File: src/rtl/wt_pkg.sv
// Package: shared configuration type and reset constants for the waveform timer.
// Assumes the top-level configuration word is laid out as the struct below, MSB first.
package wt_pkg;

    // Decoded per-channel configuration word (bit 4 down to bit 0).
    typedef struct packed {
        logic out_en;     // bit 4: drive the waveform onto the pin
        logic oneshot;    // bit 3: single-pulse waveform instead of continuous
        logic wr_noinit;  // bit 2: latch writes do not reload the counter
        logic dual;       // bit 1: counter runs as two cascaded bytes
        logic int_clk;    // bit 0: tick on every system clock
    } wt_cfg_t;

    localparam int CFG_W = $bits(wt_cfg_t);

endpackage

File: src/rtl/wt_edge_sync.sv
// Module: wt_edge_sync
// Brings an asynchronous input into the clock domain through two flops, then a
// retiming flop and a previous-value flop. It reports the synchronized level and a
// one-cycle falling-edge flag, aligned so that a change seen before edge k can act
// at edge k+3. Assumes the input's idle level equals RST_VAL.
module wt_edge_sync #(
    parameter logic RST_VAL = 1'b1
) (
    input  logic clk,
    input  logic rst_n,
    input  logic din,
    output logic lvl,
    output logic fall
);

    logic meta_q;
    logic sync_q;
    logic lvl_q;
    logic prev_q;

    // Two-flop synchronizer followed by a retiming and a history register.
    always_ff @(posedge clk) begin
        if (!rst_n) begin
            meta_q <= RST_VAL;
            sync_q <= RST_VAL;
            lvl_q  <= RST_VAL;
            prev_q <= RST_VAL;
        end else begin
            meta_q <= din;
            sync_q <= meta_q;
            lvl_q  <= sync_q;
            prev_q <= lvl_q;
        end
    end

    // Edge flag: the level was high one cycle ago and is low now.
    always_comb begin
        lvl  = lvl_q;
        fall = prev_q & ~lvl_q;
    end

endmodule

File: src/rtl/wt_down_counter.sv
// Module: wt_down_counter
// Down counter that runs either as one word or as two cascaded half-words. In the
// cascaded form the low half wraps to its reload byte and the high half steps once
// per wrap. It reports expiry (a step taken at zero), which reloads the whole word,
// and the step that takes the high half to zero. Assumes WIDTH is even.
module wt_down_counter #(
    parameter int          WIDTH   = 16,
    parameter logic [WIDTH-1:0] RST_CNT = '1
) (
    input  logic             clk,
    input  logic             rst_n,
    input  logic             load,
    input  logic [WIDTH-1:0] load_val,
    input  logic [WIDTH-1:0] reload_val,
    input  logic             step,
    input  logic             dual,
    output logic [WIDTH-1:0] cnt,
    output logic             expire,
    output logic             half_step
);

    localparam int HALF = WIDTH / 2;

    logic [WIDTH-1:0] cnt_q;
    logic [WIDTH-1:0] cnt_d;
    logic [HALF-1:0]  lo;
    logic [HALF-1:0]  hi;
    logic [HALF-1:0]  lo_reload;
    logic             lo_zero;
    logic             live_step;

    assign lo        = cnt_q[HALF-1:0];
    assign hi        = cnt_q[WIDTH-1:HALF];
    assign lo_reload = reload_val[HALF-1:0];
    assign lo_zero   = (lo == '0);
    assign live_step = step & ~load;

    // Event decode: expiry for both widths, high-half-to-zero for the cascade.
    always_comb begin
        expire    = live_step & (cnt_q == '0);
        half_step = live_step & dual & lo_zero & (hi == HALF'(1));
    end

    // Next-count selection: load wins, then reload on expiry, then a step.
    always_comb begin
        cnt_d = cnt_q;
        if (load) begin
            cnt_d = load_val;
        end else if (expire) begin
            cnt_d = reload_val;
        end else if (step) begin
            if (dual && lo_zero) begin
                cnt_d = {hi - HALF'(1), lo_reload};
            end else begin
                cnt_d = cnt_q - WIDTH'(1);
            end
        end
    end

    // Counter register.
    always_ff @(posedge clk) begin
        if (!rst_n) begin
            cnt_q <= RST_CNT;
        end else begin
            cnt_q <= cnt_d;
        end
    end

    assign cnt = cnt_q;

    AST_EXPIRE_RELOADS: assert property (@(posedge clk) disable iff (!rst_n)
        expire |=> cnt_q == $past(reload_val));
    AST_IDLE_HOLDS: assert property (@(posedge clk) disable iff (!rst_n)
        (!load && !step) |=> $stable(cnt_q));

endmodule

File: src/rtl/wt_wave_gen.sv
// Module: wt_wave_gen
// Waveform state machine. Continuous word mode toggles at each expiry. Continuous
// cascaded mode rises when the high half reaches zero and falls at expiry. Single
// shot rises at the first expiry, falls at the second and then stays low until the
// next initialization. Assumes init has priority over every counter event.
module wt_wave_gen (
    input  logic clk,
    input  logic rst_n,
    input  logic init,
    input  logic expire,
    input  logic half_step,
    input  logic oneshot,
    input  logic dual,
    output logic wave
);

    logic wave_q;
    logic done_q;

    // Waveform level and single-shot completion flag.
    always_ff @(posedge clk) begin
        if (!rst_n) begin
            wave_q <= 1'b0;
            done_q <= 1'b0;
        end else if (init) begin
            wave_q <= 1'b0;
            done_q <= 1'b0;
        end else if (expire) begin
            if (oneshot) begin
                if (!done_q) begin
                    if (wave_q) begin
                        wave_q <= 1'b0;
                        done_q <= 1'b1;
                    end else begin
                        wave_q <= 1'b1;
                    end
                end
            end else if (dual) begin
                wave_q <= 1'b0;
            end else begin
                wave_q <= ~wave_q;
            end
        end else if (half_step && !oneshot) begin
            wave_q <= 1'b1;
        end
    end

    assign wave = wave_q;

    AST_INIT_CLEARS_WAVE: assert property (@(posedge clk) disable iff (!rst_n)
        init |=> !wave_q);
    AST_SHOT_STAYS_LOW: assert property (@(posedge clk) disable iff (!rst_n)
        (oneshot && done_q && !init) |=> !wave_q);

endmodule

File: src/rtl/wavetimer.sv
// Module: wavetimer (top)
// One countdown waveform timer channel: a latch, a synchronized external tick and
// gate, the down counter and the waveform generator. Decides the initialization
// events and the counting enable, and applies the output enable and the
// single-shot zero-count mask. Assumes cfg is stable relative to clk.
module wavetimer
    import wt_pkg::*;
#(
    parameter int CNT_W = 16
) (
    input  logic             clk,
    input  logic             rst_n,
    input  logic [CFG_W-1:0] cfg,
    input  logic             ext_clk,
    input  logic             gate_n,
    input  logic             hold,
    input  logic             latch_wr,
    input  logic [CNT_W-1:0] latch_din,
    output logic             wave_pin,
    output logic             timeout,
    output logic [CNT_W-1:0] count
);

    localparam logic [CNT_W-1:0] LATCH_RST = '1;

    wt_cfg_t          cfg_s;
    logic [CNT_W-1:0] latch_q;
    logic [CNT_W-1:0] load_val;
    logic             gate_lvl;
    logic             gate_fall;
    logic             ext_lvl;
    logic             ext_fall;
    logic             tick;
    logic             step;
    logic             init;
    logic             expire;
    logic             half_step;
    logic             wave;
    logic             timeout_q;
    logic             zero_shot;

    assign cfg_s = wt_cfg_t'(cfg);

    // Gate synchronizer and edge detector.
    wt_edge_sync #(.RST_VAL(1'b1)) u_gate_sync (
        .clk  (clk),
        .rst_n(rst_n),
        .din  (gate_n),
        .lvl  (gate_lvl),
        .fall (gate_fall)
    );

    // External tick synchronizer and edge detector.
    wt_edge_sync #(.RST_VAL(1'b1)) u_ext_sync (
        .clk  (clk),
        .rst_n(rst_n),
        .din  (ext_clk),
        .lvl  (ext_lvl),
        .fall (ext_fall)
    );

    // Latch register, preset to all ones.
    always_ff @(posedge clk) begin
        if (!rst_n) begin
            latch_q <= LATCH_RST;
        end else if (latch_wr) begin
            latch_q <= latch_din;
        end
    end

    // Tick source, counting enable, initialization events and the load value.
    always_comb begin
        tick      = cfg_s.int_clk ? 1'b1 : ext_fall;
        step      = tick & (cfg_s.oneshot | ~gate_lvl);
        init      = hold | gate_fall | (latch_wr & ~cfg_s.wr_noinit);
        load_val  = latch_wr ? latch_din : latch_q;
        zero_shot = cfg_s.oneshot & (latch_q == '0);
    end

    wt_down_counter #(.WIDTH(CNT_W), .RST_CNT(LATCH_RST)) u_counter (
        .clk       (clk),
        .rst_n     (rst_n),
        .load      (init),
        .load_val  (load_val),
        .reload_val(latch_q),
        .step      (step),
        .dual      (cfg_s.dual),
        .cnt       (count),
        .expire    (expire),
        .half_step (half_step)
    );

    wt_wave_gen u_wave (
        .clk      (clk),
        .rst_n    (rst_n),
        .init     (init),
        .expire   (expire),
        .half_step(half_step),
        .oneshot  (cfg_s.oneshot),
        .dual     (cfg_s.dual),
        .wave     (wave)
    );

    // Registered time-out pulse, one cycle after the reloading edge.
    always_ff @(posedge clk) begin
        if (!rst_n) begin
            timeout_q <= 1'b0;
        end else begin
            timeout_q <= expire;
        end
    end

    assign timeout  = timeout_q;
    assign wave_pin = wave & cfg_s.out_en & ~zero_shot;

    AST_WRITE_LOADS: assert property (@(posedge clk) disable iff (!rst_n)
        (latch_wr && !cfg_s.wr_noinit) |=> count == $past(latch_din));
    AST_EXT_FALL_SPACED: assert property (@(posedge clk) disable iff (!rst_n)
        ext_fall |=> !ext_fall);
    AST_GATE_LEVEL_AT_FALL: assert property (@(posedge clk) disable iff (!rst_n)
        gate_fall |-> !gate_lvl && !ext_fall || !gate_lvl);
    AST_EXT_LEVEL_AT_FALL: assert property (@(posedge clk) disable iff (!rst_n)
        ext_fall |=> !$past(ext_lvl));

endmodule

File: config.mk
export PLATFORM = sky130hd
export DESIGN_NAME = wavetimer
export DESIGN_NICKNAME = d
export VERILOG_FILES = /design/src/rtl/wt_pkg.sv /design/src/rtl/wt_edge_sync.sv /design/src/rtl/wt_down_counter.sv /design/src/rtl/wt_wave_gen.sv /design/src/rtl/wavetimer.sv
export SDC_FILE = /design/constraint.sdc
export NUM_CORES = 1
export LEC_CHECK = 0
export BUFFER_PORTS_ARGS = -buffer_cell sky130_fd_sc_hd__buf_2
export CAP_MARGIN = 0
export CORE_AREA = 3 3 78 65
export CTS_CLUSTER_DIAMETER = 150
export DETAILED_ROUTE_END_ITERATION = 12
export DIE_AREA = 0 0 81 68
export MAX_ROUTING_LAYER = met4
export PLACE_DENSITY = 0.74
export SLEW_MARGIN = 40
export SYNTH_ARGS = -nofsm -noshare
export SYNTH_HDL_FRONTEND = slang
export SYNTH_SLANG_ARGS = --single-unit
File: constraint.sdc
create_clock -name clk -period 2.5 [get_ports clk]
set_input_delay 0.625 -clock clk [delete_from_list [all_inputs] [get_ports clk]]
set_output_delay 0.625 -clock clk [all_outputs]
set_load 0.005 [all_outputs]
==> results of run 1 <==
==> synth_stat cells (all sizes together) (2+ instances only) <==
master,instances,area (um^2)
nand3,4,20.0
or4,4,30.0
nand2b,7,43.8
o21ai,14,70.1
nand4,4,25.0
xor2,2,17.5
o221ai,2,17.5
nor3,7,35.0
nand2,28,108
ha,4,50.1
and3,2,12.5
and2,3,18.8
a31oi,7,43.8
nor2b,4,32.5
nor2,7,26.3
o31ai,4,30.0
nor4,7,80.1
xnor2,7,61.3
dfxtp,43,861
clkbuf,9,33.8
inv,7,26.3
o211ai,2,15.0
or3,3,18.8
mux2i,24,240
a21oi,4,20.0
nand4b,2,17.5
a22oi,14,105
a2bb2oi,2,17.5
buf,4,31.3
a32o,2,20.0
==> what timing repair did <==
item	CTS	global route
resized for setup	0	1
setup endpoints to repair	0	1
endpoints found under the hold margin	0	0
==> metal layers <==
layer	vias to the layer above	share of wire [%]
li1	1033	-
met1	932	49
met2	63	43
met3	10	6.8
met4	0	1.3
met5	-	0
==> cell families (layout without fill, tap and decap cells) <==
group                      count (synthesis)  count (layout)  synth area share, %
and+or+nand+nor                           88              88                 23.2
muxes                                     24              24                 10.7
DFF                                       43              43                 38.5
AOI/OAI and AO/OA                         58              58                 17.7
xor gates and xnor gates                   9               9                 3.53
buffers and inverters                     20              75                 4.08
adders and majority gates                  4               4                 2.24
==> metrics by stage <==
step / TNS [ps] / hold WS, ps
after floorplan: 0 / 386
after global placement: 0 / 386
after detailed placement: 0 / 392
after CTS: 0 / 409
after global routing: -20.5 / 420
final: 0 / 404
==> cell type report <==
| class | instances | area share, % |
|---|---|---|
| Sequential cell | 43 | 31.6 |
| Clock inverter | 2 | 2.21 |
| Tap cell | 57 | 2.62 |
| Clock buffer | 6 | 2.67 |
| Inverter | 7 | 0.966 |
| Multi-Input combinational cell | 183 | 47.4 |
| Timing Repair Buffer | 60 | 12.5 |
==> state kept, by name, indices dropped and copies added (netlist names) <==
signal	count
latch_q	16
u_counter.cnt	16
timeout	1
u_ext_sync.lvl	1
u_ext_sync.meta_q	1
u_ext_sync.prev_q	1
u_ext_sync.sync_q	1
u_gate_sync.lvl	1
u_gate_sync.meta_q	1
u_gate_sync.prev_q	1
u_gate_sync.sync_q	1
u_wave.done_q	1
u_wave.wave	1
==> power by group through the flow <==
stage	clock network, mW	registers (mW)	logic, mW
floorplan	0	0.800	0.160
global placement	0	0.814	0.247
detailed placement	0	0.816	0.252
CTS	0.646	0.800	0.255
global route	0.674	0.812	0.285
finish	0.640	0.802	0.254
==> worst max-delay path, stage by stage (launching register included) <==
cell and delay, ps:
dfxtp_1 340, nor4_2 340, nand2_1 110, nor4_1 210
nand4b_1 130, and3_1 190, buf_2 120
==> worst max-delay path by stage <==
stage	end	slack [ps]	cells after the start
final	wave_pin	160	6
after CTS	wave_pin	20	6
after detailed placement	u_counter.cnt[12]	280	7
after floorplan	u_counter.cnt[10]	270	7
after global placement	u_counter.cnt[9]	330	7
after global routing	wave_pin	-20	6
==> reports/results.tsv, run 1 <==
stage	metric	value	unit
final_layout	commonest non-fill, non-tap cell in the layout	buf_2	
synthesis	synthesized area	2240	um^2
grt	GR Util met3	4.34	%
critical_path	Crit. Startpoint	latch_q[10]	
critical_path	r2r setup slk	360	ps
timing	max-slew violation count	0	
critical_path	worst flop-to-flop path endpoint	u_counter.cnt[0]	
power_and_ir_drop	NetSw	0.437	mW
die	core area	4260	um^2
timing	worst-margin pin slew	498	ps
grt	global-route wire length before repair	9340	um
synthesis	Syn Area/Cell	9.09	um^2
power_and_ir_drop	power after layout	1.70	mW
min_path	Worst Hold End	u_ext_sync.lvl	
final_layout	final design utilization	63.9	%
final_layout	Area growth syn-to-layout	21.7	%
clock_network	Post-CTS Setup Inserts	0	
final_layout	Reg area	861	um^2
clock_network	Root Buffer	clkbuf_8	
die	# rows	21	
synthesis	register bit count reported by yosys	43	
detailed_routing	post-route ant nets	0	
timing	Hold Fails Final Rpt	0	
grt	pin count of the biggest net entering global routing	26	
timing	fmax	427	MHz
placement	Placer Congestion	0.935	
grt	initial antenna violation count	0	
critical_path	CP Data Required Time	1880	ps
final_layout	commonest cells after routing, fill and taps aside	buf_2, dfxtp_1, nand2_1	
final_layout	# diodes	0	
clock_network	clk slew on worst S/H paths	90	ps
power_and_ir_drop	clock network power share	37.7	%
grt	met1 Use GR	33.1	%
placement	DP Area	2580	um^2
placement	Cells after DPL	350	
power_and_ir_drop	Pint	1.26	mW
critical_path	Critical Path Source Type	flop	
timing	final setup vio count	0	
final_layout	area of the multi-input gates	1290	um^2
timing	fin crit share	93.7	%
timing	worst setup margin	158	ps
die	Vert. Die Dim	68	um
min_path	Worst Hold Launch	u_ext_sync.sync_q	
grt	GRT busiest layer	met2	
die	initial core utilization	52.5	%
detailed_routing	# DRC	0	
synthesis	synth warn	0	
detailed_routing	wire per inst	16.2	um
final_layout	Non-Filler Instances	358	
final_layout	FILL cells	386	
critical_path	Max Fanout on Critical Path	3	
power_and_ir_drop	Lkg Pwr	1.18	nW
detailed_routing	DR vias	2038	
synthesis	post-synthesis async set-or-reset flop share	0	%
synthesis	ys flop type	dfxtp_1	
critical_path	element type at the critical path end	output port	
synthesis	Post-synth EDFFs	0	
outcome	outcome	finished clean	
clock_network	CTS Buffer Depth	2	
placement	DP HPWL	4340	um
clock_network	clock latency on the worst-skew pair	300	ps
synthesis	post-synthesis sequential area ratio	38.5	%
grt	gr usage total	23.3	%
power_and_ir_drop	VDD IR max	0.422	mV
clock_network	Post-CTS Hold Fix Bufs	0	
detailed_routing	routed wire length	5790	um
synthesis	syn_nets	277	
placement	pre-CTS WS	285	ps
clock_network	CTS H-Tree Depth	2	
min_path	Hold/Removal Path Class	reg -> reg	
synthesis	Mapped Cells	246	
final_layout	post-route cell area	2720	um^2
clock_network	CTS Buf Count	5	
timing	clk_skew	9.37	ps
job	Max Cap Viol	0	
die	full die area	5510	um^2
critical_path	Setup CP Type	reg -> out	
final_layout	share of cells above drive strength 1	24.9	%
power_and_ir_drop	combinational share of power	15.0	%
critical_path	R2R cell count	8	
final_layout	# nets final	331	
die	IO Pins	45	
critical_path	Critical R2R Launch	u_counter.cnt[1]	
clock_network	CTS tree	built	
detailed_routing	initial drt markers	141	
grt	total gr overflow	0	
critical_path	Critical Path AT	1720	ps
synthesis	Netlist cell types	50	
grt	met2 usage	33.7	%
power_and_ir_drop	pwr/cell area	623	nW/um^2
grt	vias in the first global route	1828	
power_and_ir_drop	Sw Ratio	25.8	%
timing	Max-slew headroom	66.5	%
placement	buffers added on ports	44	
detailed_routing	vias per cell	5.69	
power_and_ir_drop	Flop pwr share	47.3	%
die	Die W	81	um
min_path	hold path cells	1	
timing	Final Critical Period	2340	ps
clock_network	Clock Sinks	43	
detailed_routing	DR pass1 iterations	4	
Power figures use the tool's default switching activity.
==> inputs of run 2 (changes only) <==
Settings changed: ABC_AREA from default to 1, CORE_AREA 3 3 78 65 to 3 3 82 69, DIE_AREA 0 0 81 68 to 0 0 85 72, PLACE_DENSITY 0.74 to 0.73.
==> reports/results.tsv, run 2 <==
stage	metric	value	unit	change
die	Vert. Die Dim	72	um	+5.9%
final_layout	commonest non-fill, non-tap cell in the layout	nand2_1		
synthesis	Yosys top cell by area	dfxtp_1		
critical_path	r2r setup slk	700	ps	+340 ps
outcome	outcome	finished clean		
placement	pre-CTS WS	680	ps	+395 ps
synthesis	Mapped Cells	386		+57%
timing	Hold Slack	420	ps	+15.5 ps
placement	Cells after DPL	483		+38%
synthesis	post-synthesis async set-or-reset flop share	0	%	unchanged
synthesis	Post-synth EDFFs	0		unchanged
placement	Placer Congestion	0.926		-0.91%
min_path	Hold/Removal Path Class	reg -> reg		
timing	worst-margin pin slew	384	ps	-114 ps
final_layout	Area growth syn-to-layout	13.1	%	
grt	pin count of the biggest net entering global routing	30		+15%
final_layout	# nets final	459		+39%
synthesis	ys flop type	dfxtp_1		
synthesis	count leader, synth	nand2_1		
detailed_routing	initial drt markers	185		+31%
clock_network	Clock Sinks	43		unchanged
clock_network	Post-CTS Setup Inserts	0		unchanged
die	Die W	85	um	+4.9%
clock_network	clock latency on the worst-skew pair	310	ps	about the same
critical_path	R2R cell count	9		+1
timing	Post-Route Setup TNS	0	ps	unchanged
placement	buffers added on ports	44		unchanged
timing	Max-slew headroom	74.3	%	+7.8 points
clock_network	CTS Buffer Depth	2		unchanged
synthesis	largest cells by area after synthesis	dfxtp_1, nand2_1, inv_1		
timing	Final Critical Period	2050	ps	-293 ps
critical_path	CP Data Required Time	1880	ps	about the same
critical_path	worst flop-to-flop path endpoint	u_counter.cnt[6]		
timing	fin crit share	82.0	%	-12 points
timing	clk_skew	11.6	ps	+2.28 ps
clock_network	CTS tree	built		
synthesis	post-synthesis sequential area ratio	34.3	%	-4.2 points
grt	global-route wire length before repair	10400	um	+11%
final_layout	commonest cells after routing, fill and taps aside	nand2_1, inv_1, nand3_1		
synthesis	Netlist cell types	32		-36%
final_layout	post-route cell area	2840	um^2	+4.4%
die	full die area	6120	um^2	+11%
synthesis	register bit count reported by yosys	43		unchanged
grt	total gr overflow	0		unchanged
synthesis	synth warn	0		unchanged
detailed_routing	wire per inst	12.7	um	-21%
final_layout	final design utilization	57.7	%	-6.2 points
clock_network	CTS H-Tree Depth	2		unchanged
final_layout	Non-Filler Instances	491		+37%
timing	Hold Fails Final Rpt	0		unchanged
placement	DP Area	2750	um^2	+6.6%
critical_path	Critical R2R Launch	u_counter.cnt[8]		
power_and_ir_drop	VDD IR max	0.297	mV	-30%
critical_path	element type at the critical path end	output port		
final_layout	# diodes	0		unchanged
detailed_routing	routed wire length	6230	um	+7.7%
min_path	hold path cells	1		unchanged
placement	DP HPWL	4580	um	+5.6%
detailed_routing	vias per cell	5.07		-11%
die	core area	4920	um^2	+16%
critical_path	Critical Path Source Type	flop		
detailed_routing	DR pass1 iterations	5		+1
timing	final setup vio count	0		unchanged
die	IO Pins	45		unchanged
timing	fmax	488	MHz	+14%
grt	gr usage total	21.6	%	-1.7 points
timing	worst setup margin	451	ps	+293 ps
final_layout	share of cells above drive strength 1	20.5	%	-4.4 points
critical_path	Max Fanout on Critical Path	2		-1
min_path	Worst Hold Launch	u_ext_sync.sync_q		
synthesis	Synth top area share	34.3	%	-4.2 points
clock_network	CTS Buf Count	5		unchanged
detailed_routing	post-route ant nets	0		unchanged
clock_network	clk slew on worst S/H paths	80	ps	about the same
power_and_ir_drop	Lkg Pwr	1.65	nW	+41%
clock_network	Root Buffer	clkbuf_8		
critical_path	Setup CP Type	reg -> out		
synthesis	synthesized area	2510	um^2	+12%
synthesis	Syn Area/Cell	6.51	um^2	-28%
critical_path	Critical Path AT	1420	ps	-300 ps
grt	vias in the first global route	2161		+18%
timing	RSZ-0062 raised after global routing	no		
job	Max Cap Viol	0		unchanged
timing	max-slew violation count	0		unchanged
die	initial core utilization	51.1	%	-1.5 points
synthesis	syn_nets	417		+51%
power_and_ir_drop	pwr/cell area	539	nW/um^2	-14%
grt	initial antenna violation count	0		unchanged
die	# rows	23		+9.5%
detailed_routing	# DRC	0		unchanged
min_path	Worst Hold End	u_ext_sync.lvl		
detailed_routing	DR vias	2487		+22%
power_and_ir_drop	power after layout	1.53	mW	-9.7%
synthesis	most frequent cells after synthesis	nand2_1, inv_1, nand3_1		
clock_network	CTS resizes	0		unchanged
clock_network	Post-CTS Hold Fix Bufs	0		unchanged
==> run 2: cell types whose count changed after synthesis, moves of 8 or more <==
cell      change
nand2_1      +82
inv_1        +56
nand3_1      +43
mux2i_1      -24
o21ai_0      +20
a22oi_1      -14
a21oi_1       +9
nor2_1        +9
clkbuf_1      -8
==> run 2: how the worst max path moves through the flow <==
stage	from	end	cells after the start
after global routing	latch_q[2]	wave_pin	5
final	latch_q[15]	wave_pin	5
after CTS	latch_q[15]	wave_pin	5
after floorplan	cfg[2]	u_counter.cnt[15]	10
after global placement	latch_wr	u_counter.cnt[2]	9
after detailed placement	latch_wr	u_counter.cnt[6]	9
==> run 2: layout make-up <==
| class | count | area (um^2) |
|---|---|---|
| Clock buffer | 5 | 68.8 |
| Clock inverter | 3 | 20.0 |
| Fill cell | 485 | 2080 |
| Inverter | 68 | 255 |
| Multi-Input combinational cell | 264 | 1320 |
| Sequential cell | 43 | 861 |
| Tap cell | 62 | 77.6 |
| Timing Repair Buffer | 46 | 235 |
==> run 2: worst max-delay path, cell delays in order, from the launching register on <==
cell and delay [ps]:
dfxtp_1 330, inv_1 110, nand3_1 90, nor3_1 300, a41oi_1 150, buf_2 150
==> run 2: kinds of logic after synthesis <==
group | count (synthesis) | share of synthesized area (%)
adders and majority gates | 4 | 1.99
buffers and inverters | 79 | 13.0
and+or+nand+nor | 205 | 38.2
AOI/OAI and AO/OA | 50 | 10.8
xor gates and xnor gates | 5 | 1.74
DFF | 43 | 34.3
==> run 2: per-layer routing <==
layer	wire length, um	share of wire (%)	global-route usage [%]
met1	3190	51	32.5
met2	2520	40	28.9
met3	461	7.4	4.43
met4	65	1.0	5.80
met5	0	0	-
==> run 2: power breakdown <==
| part | internal [mW] | switching (mW) | total (mW) |
|---|---|---|---|
| sequential | 0.738 | 0.0523 | 0.790 |
| clock | 0.195 | 0.265 | 0.460 |
| combinational | 0.113 | 0.168 | 0.281 |
